--- config.mk ---
export PLATFORM = sky130hd
export DESIGN_NAME = cfg_serial_slave
export DESIGN_NICKNAME = d
export VERILOG_FILES = /design/src/rtl/cfg_serial_pkg.sv /design/src/rtl/line_filter.sv /design/src/rtl/bus_cond.sv /design/src/rtl/cfg_regfile.sv /design/src/rtl/cfg_serial_slave.sv
export SDC_FILE = /design/constraint.sdc
export NUM_CORES = 1
export LEC_CHECK = 0
export ABC_AREA = 1
export BUFFER_PORTS_ARGS = -buffer_cell sky130_fd_sc_hd__buf_4
export CAP_MARGIN = 25
export CORE_MARGIN = 2
export CORE_UTILIZATION = 48
export CTS_CLUSTER_SIZE = 25
export DETAILED_ROUTE_END_ITERATION = 8
export GPL_TIMING_DRIVEN = 0
export PLACE_DENSITY = 0.7
export SLEW_MARGIN = 20
export SYNTH_ARGS = -nofsm -noshare
export SYNTH_HDL_FRONTEND = slang
export SYNTH_SLANG_ARGS = --single-unit
--- constraint.sdc ---
create_clock -name clk -period 3.6 [get_ports clk]
set_input_delay 0.18 -clock clk [delete_from_list [all_inputs] [get_ports clk]]
set_output_delay 0.18 -clock clk [all_outputs]
set_load 0.02 [all_outputs]
--- src/rtl/cfg_serial_pkg.sv ---
// Shared types and constants for the two-wire configuration slave.
package cfg_serial_pkg;
    localparam int          STRAP_W  = 4;
    localparam logic [6:0]  DEV_ADDR = 7'h69;   // 0xD2 write / 0xD3 read

    typedef enum logic [2:0] {
        PH_IDLE,
        PH_RX,
        PH_ACK,
        PH_TX,
        PH_MACK
    } phase_t;
endpackage

--- src/rtl/line_filter.sv ---
// Two-flop synchronizer followed by a persistence filter.
// The clean output takes a new level only after the synchronized input has
// differed from it for FILT_LEN consecutive clocks.
// Assumes: FILT_LEN >= 2; idle line level is high.
module line_filter #(
    parameter int FILT_LEN = 3
) (
    input  logic clk,
    input  logic rst_n,
    input  logic raw,
    output logic clean
);
    localparam int CW = $clog2(FILT_LEN + 1);

    logic          s1, s2;
    logic [CW-1:0] run_cnt;

    // synchronize and filter the line
    always_ff @(posedge clk) begin
        if (!rst_n) begin
            s1      <= 1'b1;
            s2      <= 1'b1;
            clean   <= 1'b1;
            run_cnt <= '0;
        end else begin
            s1 <= raw;
            s2 <= s1;
            if (s2 == clean) begin
                run_cnt <= '0;
            end else if (run_cnt == CW'(FILT_LEN - 1)) begin
                clean   <= s2;
                run_cnt <= '0;
            end else begin
                run_cnt <= run_cnt + 1'b1;
            end
        end
    end


    filt_follow_chk: assert property (@(posedge clk) disable iff (!rst_n)
        !$stable(clean) |-> (clean == $past(s2)));
endmodule

--- src/rtl/bus_cond.sv ---
// Detects bus conditions on the filtered lines: SCL rise/fall, start
// (SDA falls with SCL high) and stop (SDA rises with SCL high).
// Assumes inputs are already synchronous to clk.
module bus_cond (
    input  logic clk,
    input  logic rst_n,
    input  logic scl_c,
    input  logic sda_c,
    output logic scl_rise,
    output logic scl_fall,
    output logic start_ev,
    output logic stop_ev
);
    logic scl_p, sda_p;

    // remember previous line levels
    always_ff @(posedge clk) begin
        if (!rst_n) begin
            scl_p <= 1'b1;
            sda_p <= 1'b1;
        end else begin
            scl_p <= scl_c;
            sda_p <= sda_c;
        end
    end

    assign scl_rise = scl_c & ~scl_p;
    assign scl_fall = ~scl_c & scl_p;
    assign start_ev = scl_c & scl_p & sda_p & ~sda_c;
    assign stop_ev  = scl_c & scl_p & ~sda_p & sda_c;
endmodule

--- src/rtl/cfg_regfile.sv ---
// Configuration byte storage with strap capture.
// Straps are sampled every clock while rst_n is low and frozen afterwards.
// Byte STRAP_REG carries the inverted straps in its low bits (read-only).
// Assumes NUM_REGS >= 2.
module cfg_regfile
    import cfg_serial_pkg::*;
#(
    parameter int NUM_REGS = 6,
    parameter int IW       = 3
) (
    input  logic                  clk,
    input  logic                  rst_n,
    input  logic                  we,
    input  logic [IW-1:0]         widx,
    input  logic [7:0]            wdata,
    input  logic [STRAP_W-1:0]    strap_pins,
    output logic [8*NUM_REGS-1:0] flat,
    output logic [STRAP_W-1:0]    strap_lat
);
    localparam int STRAP_REG = NUM_REGS - 2;

    logic [7:0] store [NUM_REGS];

    // reset defaults, strap capture and the single write port
    always_ff @(posedge clk) begin
        if (!rst_n) begin
            for (int i = 0; i < NUM_REGS; i++)
                store[i] <= (i == 0) ? 8'h00 : 8'hFF;
            strap_lat <= strap_pins;
        end else if (we && (int'(widx) < NUM_REGS)) begin
            store[widx] <= wdata;
        end
    end

    for (genvar g = 0; g < NUM_REGS; g++) begin : g_view
        if (g == STRAP_REG) begin : g_strap
            assign flat[8*g +: 8] = {store[g][7:STRAP_W], ~strap_lat};
        end else begin : g_plain
            assign flat[8*g +: 8] = store[g];
        end
    end


    strap_hold_chk: assert property (@(posedge clk) disable iff (!rst_n)
        $past(rst_n) |-> $stable(strap_lat));


    write_land_chk: assert property (@(posedge clk) disable iff (!rst_n)
        ($past(we) && (int'($past(widx)) < NUM_REGS)) |-> (store[$past(widx)] == $past(wdata)));
endmodule

--- src/rtl/cfg_serial_slave.sv ---
// Two-wire configuration slave for a clock generator.
// Write: address 0xD2, two ignored header bytes, then data into byte 0 up.
// Read: address 0xD3, count byte, then bytes 0..NUM_REGS-1.
// Assumes the bus clock is much slower than clk (>= 4*(FILT_LEN+3) clocks
// per SCL phase). No clock stretching.
module cfg_serial_slave
    import cfg_serial_pkg::*;
#(
    parameter int NUM_REGS = 6,
    parameter int FILT_LEN = 3
) (
    input  logic                  clk,
    input  logic                  rst_n,
    input  logic                  scl_in,
    input  logic                  sda_in,
    output logic                  sda_pull_low,
    input  logic [STRAP_W-1:0]    strap_pins,
    output logic [8*NUM_REGS-1:0] cfg_bytes,
    output logic                  out_tristate,
    output logic                  spread_on,
    output logic                  spread_down,
    output logic [3:0]            freq_sel
);
    localparam int PW      = $clog2(NUM_REGS + 2);
    localparam int RD_LAST = NUM_REGS + 1;

    logic [1:0] raw_lines, clean_lines;
    logic       scl_c, sda_c;
    logic       scl_rise, scl_fall, start_ev, stop_ev;

    assign raw_lines = {scl_in, sda_in};

    for (genvar g = 0; g < 2; g++) begin : g_line
        line_filter #(.FILT_LEN(FILT_LEN)) u_filt (
            .clk   (clk),
            .rst_n (rst_n),
            .raw   (raw_lines[g]),
            .clean (clean_lines[g])
        );
    end

    assign scl_c = clean_lines[1];
    assign sda_c = clean_lines[0];

    bus_cond u_cond (
        .clk      (clk),
        .rst_n    (rst_n),
        .scl_c    (scl_c),
        .sda_c    (sda_c),
        .scl_rise (scl_rise),
        .scl_fall (scl_fall),
        .start_ev (start_ev),
        .stop_ev  (stop_ev)
    );

    phase_t          phase;
    logic [3:0]      bitcnt;
    logic [7:0]      rx_sr, tx_sr, tx_sel;
    logic            rd_mode, is_addr, mack_ok, sda_oe;
    logic [1:0]      hdr_cnt;
    logic [PW-1:0]   wr_ptr, rd_ptr, rd_next;
    logic            reg_we;
    logic [PW-1:0]   reg_idx;
    logic [7:0]      reg_wd;
    logic [STRAP_W-1:0] strap_lat;

    cfg_regfile #(.NUM_REGS(NUM_REGS), .IW(PW)) u_regs (
        .clk        (clk),
        .rst_n      (rst_n),
        .we         (reg_we),
        .widx       (reg_idx),
        .wdata      (reg_wd),
        .strap_pins (strap_pins),
        .flat       (cfg_bytes),
        .strap_lat  (strap_lat)
    );

    // pick the next byte to transmit: count, bank bytes, then idle ones
    always_comb begin
        if (rd_ptr == '0)
            tx_sel = 8'(NUM_REGS);
        else if (int'(rd_ptr) <= NUM_REGS)
            tx_sel = cfg_bytes[8*(int'(rd_ptr) - 1) +: 8];
        else
            tx_sel = 8'hFF;
    end

    assign rd_next = (rd_ptr == PW'(RD_LAST)) ? rd_ptr : rd_ptr + 1'b1;

    // protocol sequencer: address, header, data, acknowledge, readback
    always_ff @(posedge clk) begin
        if (!rst_n) begin
            phase   <= PH_IDLE;
            bitcnt  <= '0;
            rx_sr   <= '0;
            tx_sr   <= '0;
            rd_mode <= 1'b0;
            is_addr <= 1'b0;
            mack_ok <= 1'b0;
            sda_oe  <= 1'b0;
            hdr_cnt <= '0;
            wr_ptr  <= '0;
            rd_ptr  <= '0;
            reg_we  <= 1'b0;
            reg_idx <= '0;
            reg_wd  <= '0;
        end else begin
            reg_we <= 1'b0;
            if (start_ev) begin
                phase   <= PH_RX;
                bitcnt  <= '0;
                is_addr <= 1'b1;
                sda_oe  <= 1'b0;
                hdr_cnt <= '0;
                wr_ptr  <= '0;
                rd_ptr  <= '0;
            end else if (stop_ev) begin
                phase  <= PH_IDLE;
                sda_oe <= 1'b0;
            end else begin
                case (phase)
                    PH_RX: begin
                        if (scl_rise) begin
                            rx_sr  <= {rx_sr[6:0], sda_c};
                            bitcnt <= bitcnt + 1'b1;
                        end else if (scl_fall && bitcnt == 4'd8) begin
                            bitcnt <= '0;
                            if (is_addr) begin
                                is_addr <= 1'b0;
                                if (rx_sr[7:1] == DEV_ADDR) begin
                                    rd_mode <= rx_sr[0];
                                    phase   <= PH_ACK;
                                    sda_oe  <= 1'b1;
                                end else begin
                                    phase <= PH_IDLE;
                                end
                            end else begin
                                phase  <= PH_ACK;
                                sda_oe <= 1'b1;
                                if (hdr_cnt != 2'd2) begin
                                    hdr_cnt <= hdr_cnt + 1'b1;
                                end else if (int'(wr_ptr) < NUM_REGS) begin
                                    reg_we  <= 1'b1;
                                    reg_idx <= wr_ptr;
                                    reg_wd  <= rx_sr;
                                    wr_ptr  <= wr_ptr + 1'b1;
                                end
                            end
                        end
                    end
                    PH_ACK: begin
                        if (scl_fall) begin
                            if (rd_mode) begin
                                tx_sr  <= {tx_sel[6:0], 1'b0};
                                sda_oe <= ~tx_sel[7];
                                bitcnt <= 4'd1;
                                rd_ptr <= rd_next;
                                phase  <= PH_TX;
                            end else begin
                                sda_oe <= 1'b0;
                                phase  <= PH_RX;
                            end
                        end
                    end
                    PH_TX: begin
                        if (scl_fall) begin
                            if (bitcnt == 4'd8) begin
                                sda_oe <= 1'b0;
                                bitcnt <= '0;
                                phase  <= PH_MACK;
                            end else begin
                                sda_oe <= ~tx_sr[7];
                                tx_sr  <= {tx_sr[6:0], 1'b0};
                                bitcnt <= bitcnt + 1'b1;
                            end
                        end
                    end
                    PH_MACK: begin
                        if (scl_rise) begin
                            mack_ok <= ~sda_c;
                        end else if (scl_fall) begin
                            if (mack_ok) begin
                                tx_sr  <= {tx_sel[6:0], 1'b0};
                                sda_oe <= ~tx_sel[7];
                                bitcnt <= 4'd1;
                                rd_ptr <= rd_next;
                                phase  <= PH_TX;
                            end else begin
                                phase <= PH_IDLE;
                            end
                        end
                    end
                    default: ;
                endcase
            end
        end
    end

    assign sda_pull_low = sda_oe;

    // decode the control fields of byte 0
    always_comb begin
        out_tristate = cfg_bytes[0];
        spread_on    = cfg_bytes[1];
        spread_down  = cfg_bytes[7];
        freq_sel     = cfg_bytes[3] ? {cfg_bytes[2], cfg_bytes[6:4]} : strap_lat;
    end


    idle_release_chk: assert property (@(posedge clk) disable iff (!rst_n)
        (phase == PH_IDLE) |-> !sda_oe);


    rx_release_chk: assert property (@(posedge clk) disable iff (!rst_n)
        (phase == PH_RX) |-> !sda_oe);


    stop_idle_chk: assert property (@(posedge clk) disable iff (!rst_n)
        (stop_ev && !start_ev) |=> (phase == PH_IDLE));


    wr_bound_chk: assert property (@(posedge clk) disable iff (!rst_n)
        int'(wr_ptr) <= NUM_REGS);
endmodule

After elaboration in Yosys (flattened, before gate mapping) --
Memories as Yosys holds them, arrays and structs flattened. Cells that the tools add are included.
Cells by class: mux-type cells 67, magnitude comparators 3, add/sub/neg operators 7, reduce and logical (&&, ||, !) cells 30, bitwise operators 24, shift-type cells 1, eq/ne operators 33
Operator list (number):
- 8-bit 2-to-1 mux | 10
- 48-bit by 7-bit indexed part select with 8-bit output | 1
- 3-bit 2-to-1 mux | 15
- 4-bit 2-to-1 mux | 10
- 4-bit != test (second input constant) | 7
- 1-bit 2-to-1 mux | 24
- 2-bit != test (second input constant) | 12
- 8-bit case mux with 3 select lines | 1
- 8-bit AND reduction | 3
- 7-bit AND reduction | 3
- 9-bit AND reduction | 2
- 1-bit NOT | 16
- 4-bit case mux with 4 select lines | 1
- 8-bit OR reduction | 2
- 3-bit case mux with 4 select lines | 1
- 4-bit AND reduction | 3
- 10-bit AND reduction | 1
- 3-bit OR reduction | 3
- 1-bit AND | 7
- 7-bit == test (second input constant) | 1
- 2-bit by 1-bit adder with 2-bit output (second input constant) | 3
- 3-bit by 1-bit adder with 3-bit output (second input constant) | 2
- 3-bit by 2-bit == test with 1-bit output (second input constant) | 2
- 3-bit == test (second input constant) | 2
- other kinds (23) | 33
Word-level totals: bits of input ports 8, RAM bits 48, flip-flop bits (word level) 63, word-level logic and storage cells 192, output and inout bits 56, memories 1
Memories:
- u_regs.store | words 6, bits a word 8, rd ports 6, clocked after memory_dff 0, write ports 6, line cfg_regfile.sv:22 | logic [7:0] store [NUM_REGS];

Longest topological paths before layout --
Gate-level depths: netlist (run 1).
word-level depth 9, depth in mapped cells 14, depth with buffers taken out 13

Modules after synthesis --
From an unflattened synthesis (run 1), not the netlist that was laid out.
Second synthesis, totals: cells, all modules 710, area total of the unflattened synthesis 5441.5 um2
Modules (own cells, without submodules):
- cfg_serial_slave | seq. area each 920.9 um2, cells an instance 525, instances 1, area an instance 3186.8 um2
- cfg_regfile | seq. area each 1441.4 um2, cells an instance 130, instances 1, area an instance 1803.0 um2
- line_filter | seq. area each 100.1 um2, cells an instance 20, instances 2, area an instance 181.4 um2
- bus_cond | seq. area each 40.0 um2, cells an instance 15, instances 1, area an instance 88.8 um2

Worst setup path after synthesis (run 1) --
OpenSTA, ideal clock, no wires.
path kind reg2reg, start register rd_ptr[0], end register tx_sr[2], setup slack 1.717 ns, required time 3.461 ns, cell stages (with the launch flop) 13, buffers on the path 2, arrival time 1.743 ns, period minus slack after synthesis 1.883 ns, library setup time 0.139 ns, cell sequence dfxtp_1 > inv_1 > clkbuf_1 > ha_1 > clkbuf_1 > o21ai_0 > nand2_1 > nand2_1 > nor2_1 > nand2_1 > nand2_1 > nand2_1 > a21oi_1
On the way: longest elaborated chain between the ends 8, elaborated cells on any way between the ends 12, classes of those cells 1 x add/sub; 1 x order compare; 1 x shift; 8 x mux; 1 x reduce/logical
RTL lines:
- start: declaration | line cfg_serial_slave.sv:61 | logic [PW-1:0] wr_ptr, rd_ptr, rd_next;
- start signal: assignment | line cfg_serial_slave.sv:157 | rd_ptr <= rd_next;
- start signal: assignment | line cfg_serial_slave.sv:186 | rd_ptr <= rd_next;
- 3-bit by 1-bit subtractor with 4-bit output | line cfg_serial_slave.sv:83 | tx_sel = cfg_bytes[8*(int'(rd_ptr) - 1) +: 8];
- 48-bit by 7-bit indexed part select with 8-bit output | line cfg_serial_slave.sv:83
- 8-bit 2-to-1 mux | line cfg_serial_slave.sv:82 | else if (int'(rd_ptr) <= NUM_REGS)
- 8-bit 2-to-1 mux * | line cfg_serial_slave.sv:80 | if (rd_ptr == '0)
- 8-bit 2-to-1 mux | line cfg_serial_slave.sv:182 | if (mack_ok) begin
- 8-bit 2-to-1 mux | line cfg_serial_slave.sv:181 | end else if (scl_fall) begin
- 8-bit 2-to-1 mux | line cfg_serial_slave.sv:179 | if (scl_rise) begin
- 8-bit case mux with 3 select lines * | line cfg_serial_slave.sv:121 | case (phase)
- end signal: assignment | line cfg_serial_slave.sv:154 | tx_sr <= {tx_sel[6:0], 1'b0};
- end signal: assignment | line cfg_serial_slave.sv:173 | tx_sr <= {tx_sr[6:0], 1'b0};
- end signal: assignment | line cfg_serial_slave.sv:183 | tx_sr <= {tx_sel[6:0], 1'b0};
- end: declaration | line cfg_serial_slave.sv:58 | logic [7:0] rx_sr, tx_sr, tx_sel;
Every way passes the cells marked *; elsewhere a longest branch is shown, timed or not. The select of a mux whose other input is x is not followed. A chain may end at the register's enable or synchronous reset.

Worst setup path after layout (run 1) --
start register rd_ptr[0], end register tx_sr[5]
Same word-level chain as after synthesis.

==> impl_metrics.toml, run 1 <==
[global_routing]
grt_pass1_wl_mm = 20.80
overflow = 0
grt_max_degree = 18
grtUsageTotal_pct = 23.48
grt_pass1_vias = 4277
antenna_found_initial = 0

[detailed_routing]
drtPass1Iterations = 5
avgRoutedWirePerCell_um = 15.03
totalWireLength_mm = 13.14
drtAntennaViolNets = 0
via_per_inst = 5.273
drc = 0
dr_total_vias = 4609
drt_iter0_markers = 353

[timing]
setup_ws_ns = 1.033
worstMarginPinSlew_ns = 0.8510
skew_ns = 0.01635
setup_violations = 0
post-route-period-util_pct = 71.29
period_needed_ns = 2.567
final_hold_viol_count = 0
finalSetupTns_ns = 0
fmax_ghz = 0.3896
grt_setup_unrepaired = "false"
max_slew_margin_pct = 42.89
final_max_slew_viol_count = 0

[cells_and_area]
layout_commonest_cell = "nand2_1"
diodes = 0
syn_to_final_growth_pct = 17.04
final_util_pct = 57.93
drive_gt1_share_pct = 16.53
final_cell_mix = "nand2_1 (154), nor2_1 (97), inv_1 (72)"
final_net_count = 752

[logic_synthesis]
yosys_warnings = 0
synth_cells = 653
mappedNetlistArea_sq_mm = 0.005110
synthesis.nets = 672
synth-seq-cells = 106
syn_avg_cell_area_sq_um = 7.825
ys_seq_area_share_pct = 50.93
synth_cell_types = 32

[place]
gp_congestion = 0.9181
io_buffer_count = 62
dp_hpwl_mm = 9.874
post-place-ws_ns = 1.173

[die]
die_y_um = 107.2
initial_core_util_pct = 49.50
die_w_um = 107.2
io_pins = 64
die-area_sq_mm = 0.01149
row_count = 37
core_area_sq_mm = 0.01032

[setup_path]
crit_path_end_kind = "flip-flop"
worstPathRequired_ns = 3.91
critPathLaunchType = "flip-flop"
arrival_ns = 2.88
crit_type = "reg -> reg"
path_max_fanout = 12

[job]
drv_cap = 0

[clock_network]
cts_tree = "built"
clock_sinks = 106
h-tree-depth = 3
post_cts_resize_count = 0
path_clk_slew_ns = 0.11
numCtsBuffers = 9
root_buffer = "clkbuf_8"
clockBufferDepth = 2
post_cts.repair.setup_buffers = 0
clk_latency_ns = 0.37
hold_buffers = 6

[power]
powerDensity_mw_per_mm2 = 577.8
leakage_nw = 2.588
ir_worst_vdd_v = 0.0002775

[status]
status = "completed"

[min_path]
min_path_type = "in -> reg"
stage by stage:
| stage | instance area [sq um] | hold slack, ns | std cells | power (mW) |
|---|---|---|---|---|
| after floorplan | 5110 | 0.2789 | 653 | 2.422 |
| after global placement | 5746 | 0.3682 | 851 | 2.733 |
| after detailed placement | 5756 | 0.3703 | 852 | 2.760 |
| after CTS | 5981 | 0.1382 | 874 | 3.430 |
| after global routing | 5981 | 0.1544 | 874 | 3.682 |
| final | 5981 | 0.1458 | 874 | 3.456 |
flip-flops by register name, summed over array words and instances (netlist names), 3 cells and up:
name / cells
u_regs.store: 44
reg_wd: 8
rx_sr: 8
tx_sr: 7
bitcnt: 4
g_line.u_filt.run_cnt: 4
u_regs.strap_lat: 4
phase: 3
rd_ptr: 3
reg_idx: 3
wr_ptr: 3
routing by layer:
| metal | share of wire [%] | GRT usage, % | routed length, um |
|---|---|---|---|
| met5 | 0 | 0 | 0 |
| met4 | 2.1 | 9.740 | 282 |
| met3 | 7.5 | 3.587 | 986 |
| met2 | 47 | 36.66 | 6152 |
| met1 | 43 | 32.60 | 5713 |
critical path, cell delays in order, from the launching register on:
cell	delay [ns]
dfxtp_1	0.36
inv_1	0.13
clkbuf_1	0.46
ha_1	0.39
clkbuf_1	0.38
o21ai_0	0.19
nand2_1	0.11
nand3_1	0.10
o21ai_0	0.18
nand2_1	0.07
a21oi_1	0.13
power breakdown:
group,leakage (nW),internal [mW],total (mW),switching (mW)
registers,0.915,1.33,1.38,0.0562
logic,1.58,0.450,1.40,0.952
clock network,0.0890,0.263,0.670,0.407
total,2.59,2.04,3.46,1.41
final cells by class:
cell class | count | area [sq um]
Fill cell | 950 | 4343
Sequential cell | 106 | 2603
Buffer | 21 | 110.1
Tap cell | 136 | 170.2
Multi-Input combinational cell | 443 | 2091
Timing Repair Buffer | 69 | 530.5
Clock buffer | 12 | 138.9
Inverter | 83 | 311.5
Clock inverter | 4 | 26.28
final timing paths:
| kind | startpoint | endpoint | slack [ns] | cells past startpoint |
|---|---|---|---|---|
| worst max-delay path | rd_ptr[0] | tx_sr[5] | 1.03 | 10 |
| worst min register to register | g_line[0].u_filt.run_cnt[0] | g_line[0].u_filt.run_cnt[0] | 0.42 | 1 |
| worst min-delay path | rst_n | reg_idx[2] | 0.15 | 3 |
| worst max register to register | rd_ptr[0] | tx_sr[5] | 1.03 | 10 |
cells by family after synthesis:
logic type,count (synthesis),synth area share [%]
buf+inv,104,8.252
fa+ha+maj,11,2.693
simple gates,309,25.54
compound gates,121,12.24
flops,106,50.93
xor+xnor,2,0.3429
cells in the mapped netlist, drive strengths merged:
cell,n,area [sq um]
a21oi,48,240.2
o22ai,4,25.02
nand4,3,25.02
o21ai,63,315.3
or2,11,68.82
o211ai,2,15.01
nand3,28,165.2
nor2,104,417.9
ha,11,137.6
edfxtp,48,1441
xor2,2,17.52
buf,10,68.81
nor4,1,6.260
inv,83,311.6
nor3b,1,7.510
dfxtp,58,1161
o21bai,2,15.01
clkbuf,11,41.29
nand2,155,584.3
a211oi,2,15.01
nor3,6,30.03
No activity file was read; power rests on OpenSTA's default activity.
==> inputs of run 2 (changes only) <==
==> constraint.sdc (replaced) <==
create_clock -name clk -period 2.6 [get_ports clk]
set_input_delay 0.13 -clock clk [delete_from_list [all_inputs] [get_ports clk]]
set_output_delay 0.13 -clock clk [all_outputs]
set_load 0.02 [all_outputs]
==> impl_metrics.toml, run 2 (synthesis results as in run 1) <==
[clock_network]
clockBufferDepth = 2
path_clk_slew_ns = 0.10
cts_tree = "built"
clock_sinks = 106
clk_latency_ns = 0.37
root_buffer = "clkbuf_8"
numCtsBuffers = 9
h-tree-depth = 3
post_cts_resize_count = 0

[power]
finalPower_mw = 4.770
seq_power_share_pct = 40.1
leakage_nw = 2.587
p_sw_mw = 1.947
p_int_mw = 2.823
pwr-share-clk_pct = 19.4
powerDensity_mw_per_mm2 = 798.0
ir_worst_vdd_v = 0.0003777
pwr-share-comb_pct = 40.5
netSwitchingFraction_pct = 40.82

[cells_and_area]
reg_top3 = "u_regs.store x44, reg_wd x8, rx_sr x8"
largest_reg_flops = 44
syn_to_final_growth_pct = 16.97
final_cell_mix = "nand2_1 (154), nor2_1 (97), inv_1 (72)"
final_net_count = 751
diodes = 0
top_register = "u_regs.store"
drive_gt1_share_pct = 16.55
layout_commonest_cell = "nand2_1"

[detailed_routing]
avgRoutedWirePerCell_um = 14.92
totalWireLength_mm = 13.03
drt_iter0_markers = 397
dr_total_vias = 4600
via_per_inst = 5.269
drtPass1Iterations = 5
drtAntennaViolNets = 0
drc = 0

[timing]
max_slew_margin_pct = 42.28
skew_ns = 0.01689
grt_setup_unrepaired = "false"
setup_ws_ns = 0.2000
fmax_ghz = 0.4167
final_max_slew_viol_count = 0
setup_violations = 0
holdWs_ns = 0.1015
finalSetupTns_ns = 0
worstMarginPinSlew_ns = 0.8600
final_hold_viol_count = 0
post-route-period-util_pct = 92.31
period_needed_ns = 2.400

[min_path]
worstHoldPathCells = 3
holdPathEnd = "reg_idx[2]"
hp-start = "rst_n"
min_path_type = "in -> reg"

[setup_path]
critPathLaunchType = "flip-flop"
worstPathRequired_ns = 2.91
crit_type = "reg -> reg"
timing.reg2reg.setup_slack_ns = 0.20
rr_startpoint = "rd_ptr[0]"
arrival_ns = 2.71
reg2reg_to = "tx_sr[3]"
reg2reg_depth = 11
path_max_fanout = 15
crit_path_end_kind = "flip-flop"

[place]
io_buffer_count = 62
dp_hpwl_mm = 9.874
post-place-ws_ns = 0.1727
gp_congestion = 0.9181

[job]
drv_cap = 0

[die]
die-area_sq_mm = 0.01149
core_area_sq_mm = 0.01032
row_count = 37
die_w_um = 107.2
io_pins = 64
initial_core_util_pct = 49.50
die_y_um = 107.2

[global_routing]
antenna_found_initial = 0
overflow = 0
grtUsageTotal_pct = 23.48
grt_pass1_wl_mm = 20.80
grt_pass1_vias = 4277
grt_max_degree = 18

[status]
status = "completed"
==> run 2: cell types whose count changed in the layout (fill, tap and decap cells not counted) <==
cell | previous run | this run
clkbuf_1 | 13 | 12
==> run 2: power by group through the flow <==
| stage | sequential (mW) | combinational, mW | clock, mW |
|---|---|---|---|
| finish | 1.91 | 1.93 | 0.925 |
| CTS | 1.91 | 1.89 | 0.943 |
| global placement | 1.95 | 1.83 | 0 |
| detailed placement | 1.95 | 1.87 | 0 |
| global route | 1.93 | 2.16 | 1.01 |
| floorplan | 1.97 | 1.38 | 0 |
==> run 2: per-stage QoR <==
stage,util (%),area (sq um),std cells
finish,57.90,5977,873
detailed placement,55.75,5756,852
floorplan,-,5110,653
CTS,57.93,5981,874
global route,57.90,5977,873
global placement,55.65,5746,851
==> run 2: routing by layer <==
metal,track usage (%),vias up,wire length (um)
li1,-,2268,-
met1,32.60,2154,5769
met2,36.66,152,6134
met3,3.587,26,847
met4,9.740,0,275
met5,0,-,0
==> run 2: area by class of cell <==
type / count / area [sq um]
sequential: 106 / 2603
inverter: 83 / 311.5
fill: 950 / 4347
buffer: 20 / 106.4
clock inverter: 4 / 26.28
tap: 136 / 170.2
clock buffer: 12 / 138.9
timing repair buffer: 69 / 530.5
multi-input combinational: 443 / 2091
==> run 2: repair_timing <==
| action | 4_1_cts | 5_1_grt |
|---|---|---|
| hold endpoints to repair | 6 | 0 |
| endpoints found under the setup margin | 0 | 8 |
| hold buffers | 6 | 0 |
| buffers inserted | 0 | 0 |
==> run 2: how the worst max path moves through the flow <==
stage | cells after the start | slack, ns | from | end
final | 11 | 0.20 | rd_ptr[0] | tx_sr[3]
after global routing | 11 | 0.02 | rd_ptr[0] | tx_sr[1]
after CTS | 12 | 0.13 | rd_ptr[0] | tx_sr[2]
after detailed placement | 10 | 0.17 | rd_ptr[0] | tx_sr[5]
after global placement | 10 | 0.19 | rd_ptr[0] | tx_sr[5]
after floorplan | 12 | 0.72 | rd_ptr[0] | tx_sr[2]
==> run 2: critical path, cell delays in order, from the launching register on <==
cell and delay [ns]:
dfxtp_1 0.40, inv_1 0.25, ha_1 0.54, clkbuf_1 0.40, o21ai_0 0.18, nand2_1 0.10
nand2_1 0.06, nor2_1 0.10, nand2_1 0.08, nand2_1 0.06, nand2_1 0.05, a21oi_1 0.12
==> inputs of run 3 (changes only) <==
--- a/config.mk
+++ b/config.mk
@@ -13,7 +13,7 @@
 export CTS_CLUSTER_SIZE = 25
 export DETAILED_ROUTE_END_ITERATION = 8
 export GPL_TIMING_DRIVEN = 0
-export PLACE_DENSITY = 0.7
+export PLACE_DENSITY = 0.73
 export SLEW_MARGIN = 20
 export SYNTH_ARGS = -nofsm -noshare
 export SYNTH_HDL_FRONTEND = slang
==> constraint.sdc (replaced) <==
create_clock -name clk -period 2.1 [get_ports clk]
set_input_delay 0.105 -clock clk [delete_from_list [all_inputs] [get_ports clk]]
set_output_delay 0.105 -clock clk [all_outputs]
set_load 0.02 [all_outputs]
==> impl_metrics.toml, run 3 (synthesis results as in run 1) <==
[timing]
skew_ns = 0.01426
max_slew_margin_pct = 49.58
period_needed_ns = 2.018
setup_violations = 0
worstMarginPinSlew_ns = 0.7513
final_hold_viol_count = 0
grt_setup_unrepaired = "true"
setup_ws_ns = 0.08241
post-route-period-util_pct = 96.08
fmax_ghz = 0.4956
final_max_slew_viol_count = 0

[setup_path]
worstPathRequired_ns = 2.41
path_max_fanout = 10
startpoint = "rd_ptr[0]"
rr_startpoint = "rd_ptr[0]"
crit_type = "reg -> reg"
cp-endpoint = "sda_pull_low"
crit_path_end_kind = "flip-flop"
critPathLaunchType = "flip-flop"
arrival_ns = 2.33
reg2reg_depth = 13
timing.reg2reg.setup_slack_ns = 0.08
reg2reg_to = "sda_pull_low"

[power]
finalPower_mw = 5.967
leakage_nw = 2.600
powerDensity_mw_per_mm2 = 989.2
ir_worst_vdd_v = 0.0006230

[global_routing]
grt_pass1_vias = 4300
grt_pass1_wl_mm = 20.64
grt_max_degree = 18
grtUsageTotal_pct = 23.30
overflow = 0
antenna_found_initial = 0

[cells_and_area]
layout_commonest_cell = "nand2_1"
finalNonFillerCells = 874
largest_reg_flops = 44
final_net_count = 752
final_cell_mix = "nand2_1 (154), nor2_1 (97), inv_1 (71)"
top_register = "u_regs.store"
drive_gt1_share_pct = 17.21
diodes = 0
final_util_pct = 58.43
reg_top3 = "u_regs.store x44, reg_wd x8, rx_sr x8"
syn_to_final_growth_pct = 18.05

[job]
drv_cap = 0

[detailed_routing]
drt_iter0_markers = 324
drc = 0
routed.top_layer = "met4"
drtPass1Iterations = 5
avgRoutedWirePerCell_um = 14.53
dr_total_vias = 4557
via_per_inst = 5.214
wl_met3_um = 890
drtAntennaViolNets = 0
wirelength_met1_mm = 5.338
met2_length_mm = 6.069
totalWireLength_mm = 12.70

[place]
post-place-ws_ns = -0.3278
gp_congestion = 0.9399
dp_hpwl_mm = 9.657
io_buffer_count = 62
placed_cells = 851

[status]
status = "completed"

[die]
row_count = 37
io_pins = 64
initial_core_util_pct = 49.50
die-area_sq_mm = 0.01149
die_w_um = 107.2
die_y_um = 107.2
core_area_sq_mm = 0.01032

[min_path]
min_path_type = "in -> reg"
hp-start = "rst_n"

[clock_network]
cts_tree = "built"
path_clk_slew_ns = 0.10
clock_sinks = 106
root_buffer = "clkbuf_8"
clockBufferDepth = 2
clk_latency_ns = 0.38
numCtsBuffers = 9
h-tree-depth = 3
## run 3: cell types whose count changed in the layout (fill, tap and decap cells not counted), moves of 2 or more
cell / previous run / this run
clkinv_4: 0 / 2
buf_4: 65 / 67
clkinv_1: 0 / 3
clkbuf_1: 12 / 8
## run 3: layout make-up
cell class	count	area, sq um
Tap cell	136	170.2
Fill cell	941	4292
Sequential cell	106	2603
Buffer	20	113.9
Clock buffer	9	123.9
Clock inverter	7	43.79
Timing Repair Buffer	70	540.5
Inverter	83	315.3
Multi-Input combinational cell	443	2122
## run 3: where the power goes
group | leakage [nW] | internal, mW | switching (mW)
registers | 0.915 | 2.28 | 0.110
clock network | 0.0866 | 0.429 | 0.701
logic | 1.60 | 0.855 | 1.60
total | 2.60 | 3.56 | 2.41
## run 3: per-stage QoR
step                hold slack (ns)  area [sq um]  TNS (ns)
CTS                         0.04414          6002         0
finish                      0.05052          6032         0
floorplan                    0.2039          5110         0
global placement             0.2926          5746    -6.668
global route                0.06033          6032   -0.2223
detailed placement           0.2960          5751    -3.360
## run 3: layer usage
| metal | track usage, % | vias to the layer above |
|---|---|---|
| met5 | 0 | - |
| met4 | 11.41 | 0 |
| met3 | 4.863 | 30 |
| met2 | 37.61 | 161 |
| met1 | 29.72 | 2102 |
| li1 | - | 2264 |
## run 3: critical path, stage by stage (launching register included)
cell	delay, ns
dfxtp_1	0.45
clkinvlp_4	0.21
ha_1	0.26
inv_1	0.08
nand2_1	0.07
nand2_1	0.28
nand2_1	0.08
nand2_1	0.08
nor2_1	0.05
nand2_1	0.06
nand2_1	0.05
nand2_1	0.07
nand2_1	0.07
a21oi_1	0.14
## run 3: how the worst min path moves through the flow
stage                     slack [ns]                  end  depth (start not counted)
after floorplan                 0.20  u_regs.strap_lat[0]                          0
after global placement          0.29  g_line[0].u_filt.s1                          2
after detailed placement        0.30  g_line[1].u_filt.s1                          2
after CTS                       0.04           reg_idx[2]                          3
after global routing            0.06           reg_idx[2]                          3
final                           0.05           reg_idx[2]                          3
## run 3: timing repair
action	in CTS	in global routing
setup buffers	2	0
endpoints found under the setup margin	24	20
resized for setup	6	7
endpoints found under the hold margin	6	0
hold buffers	6	0
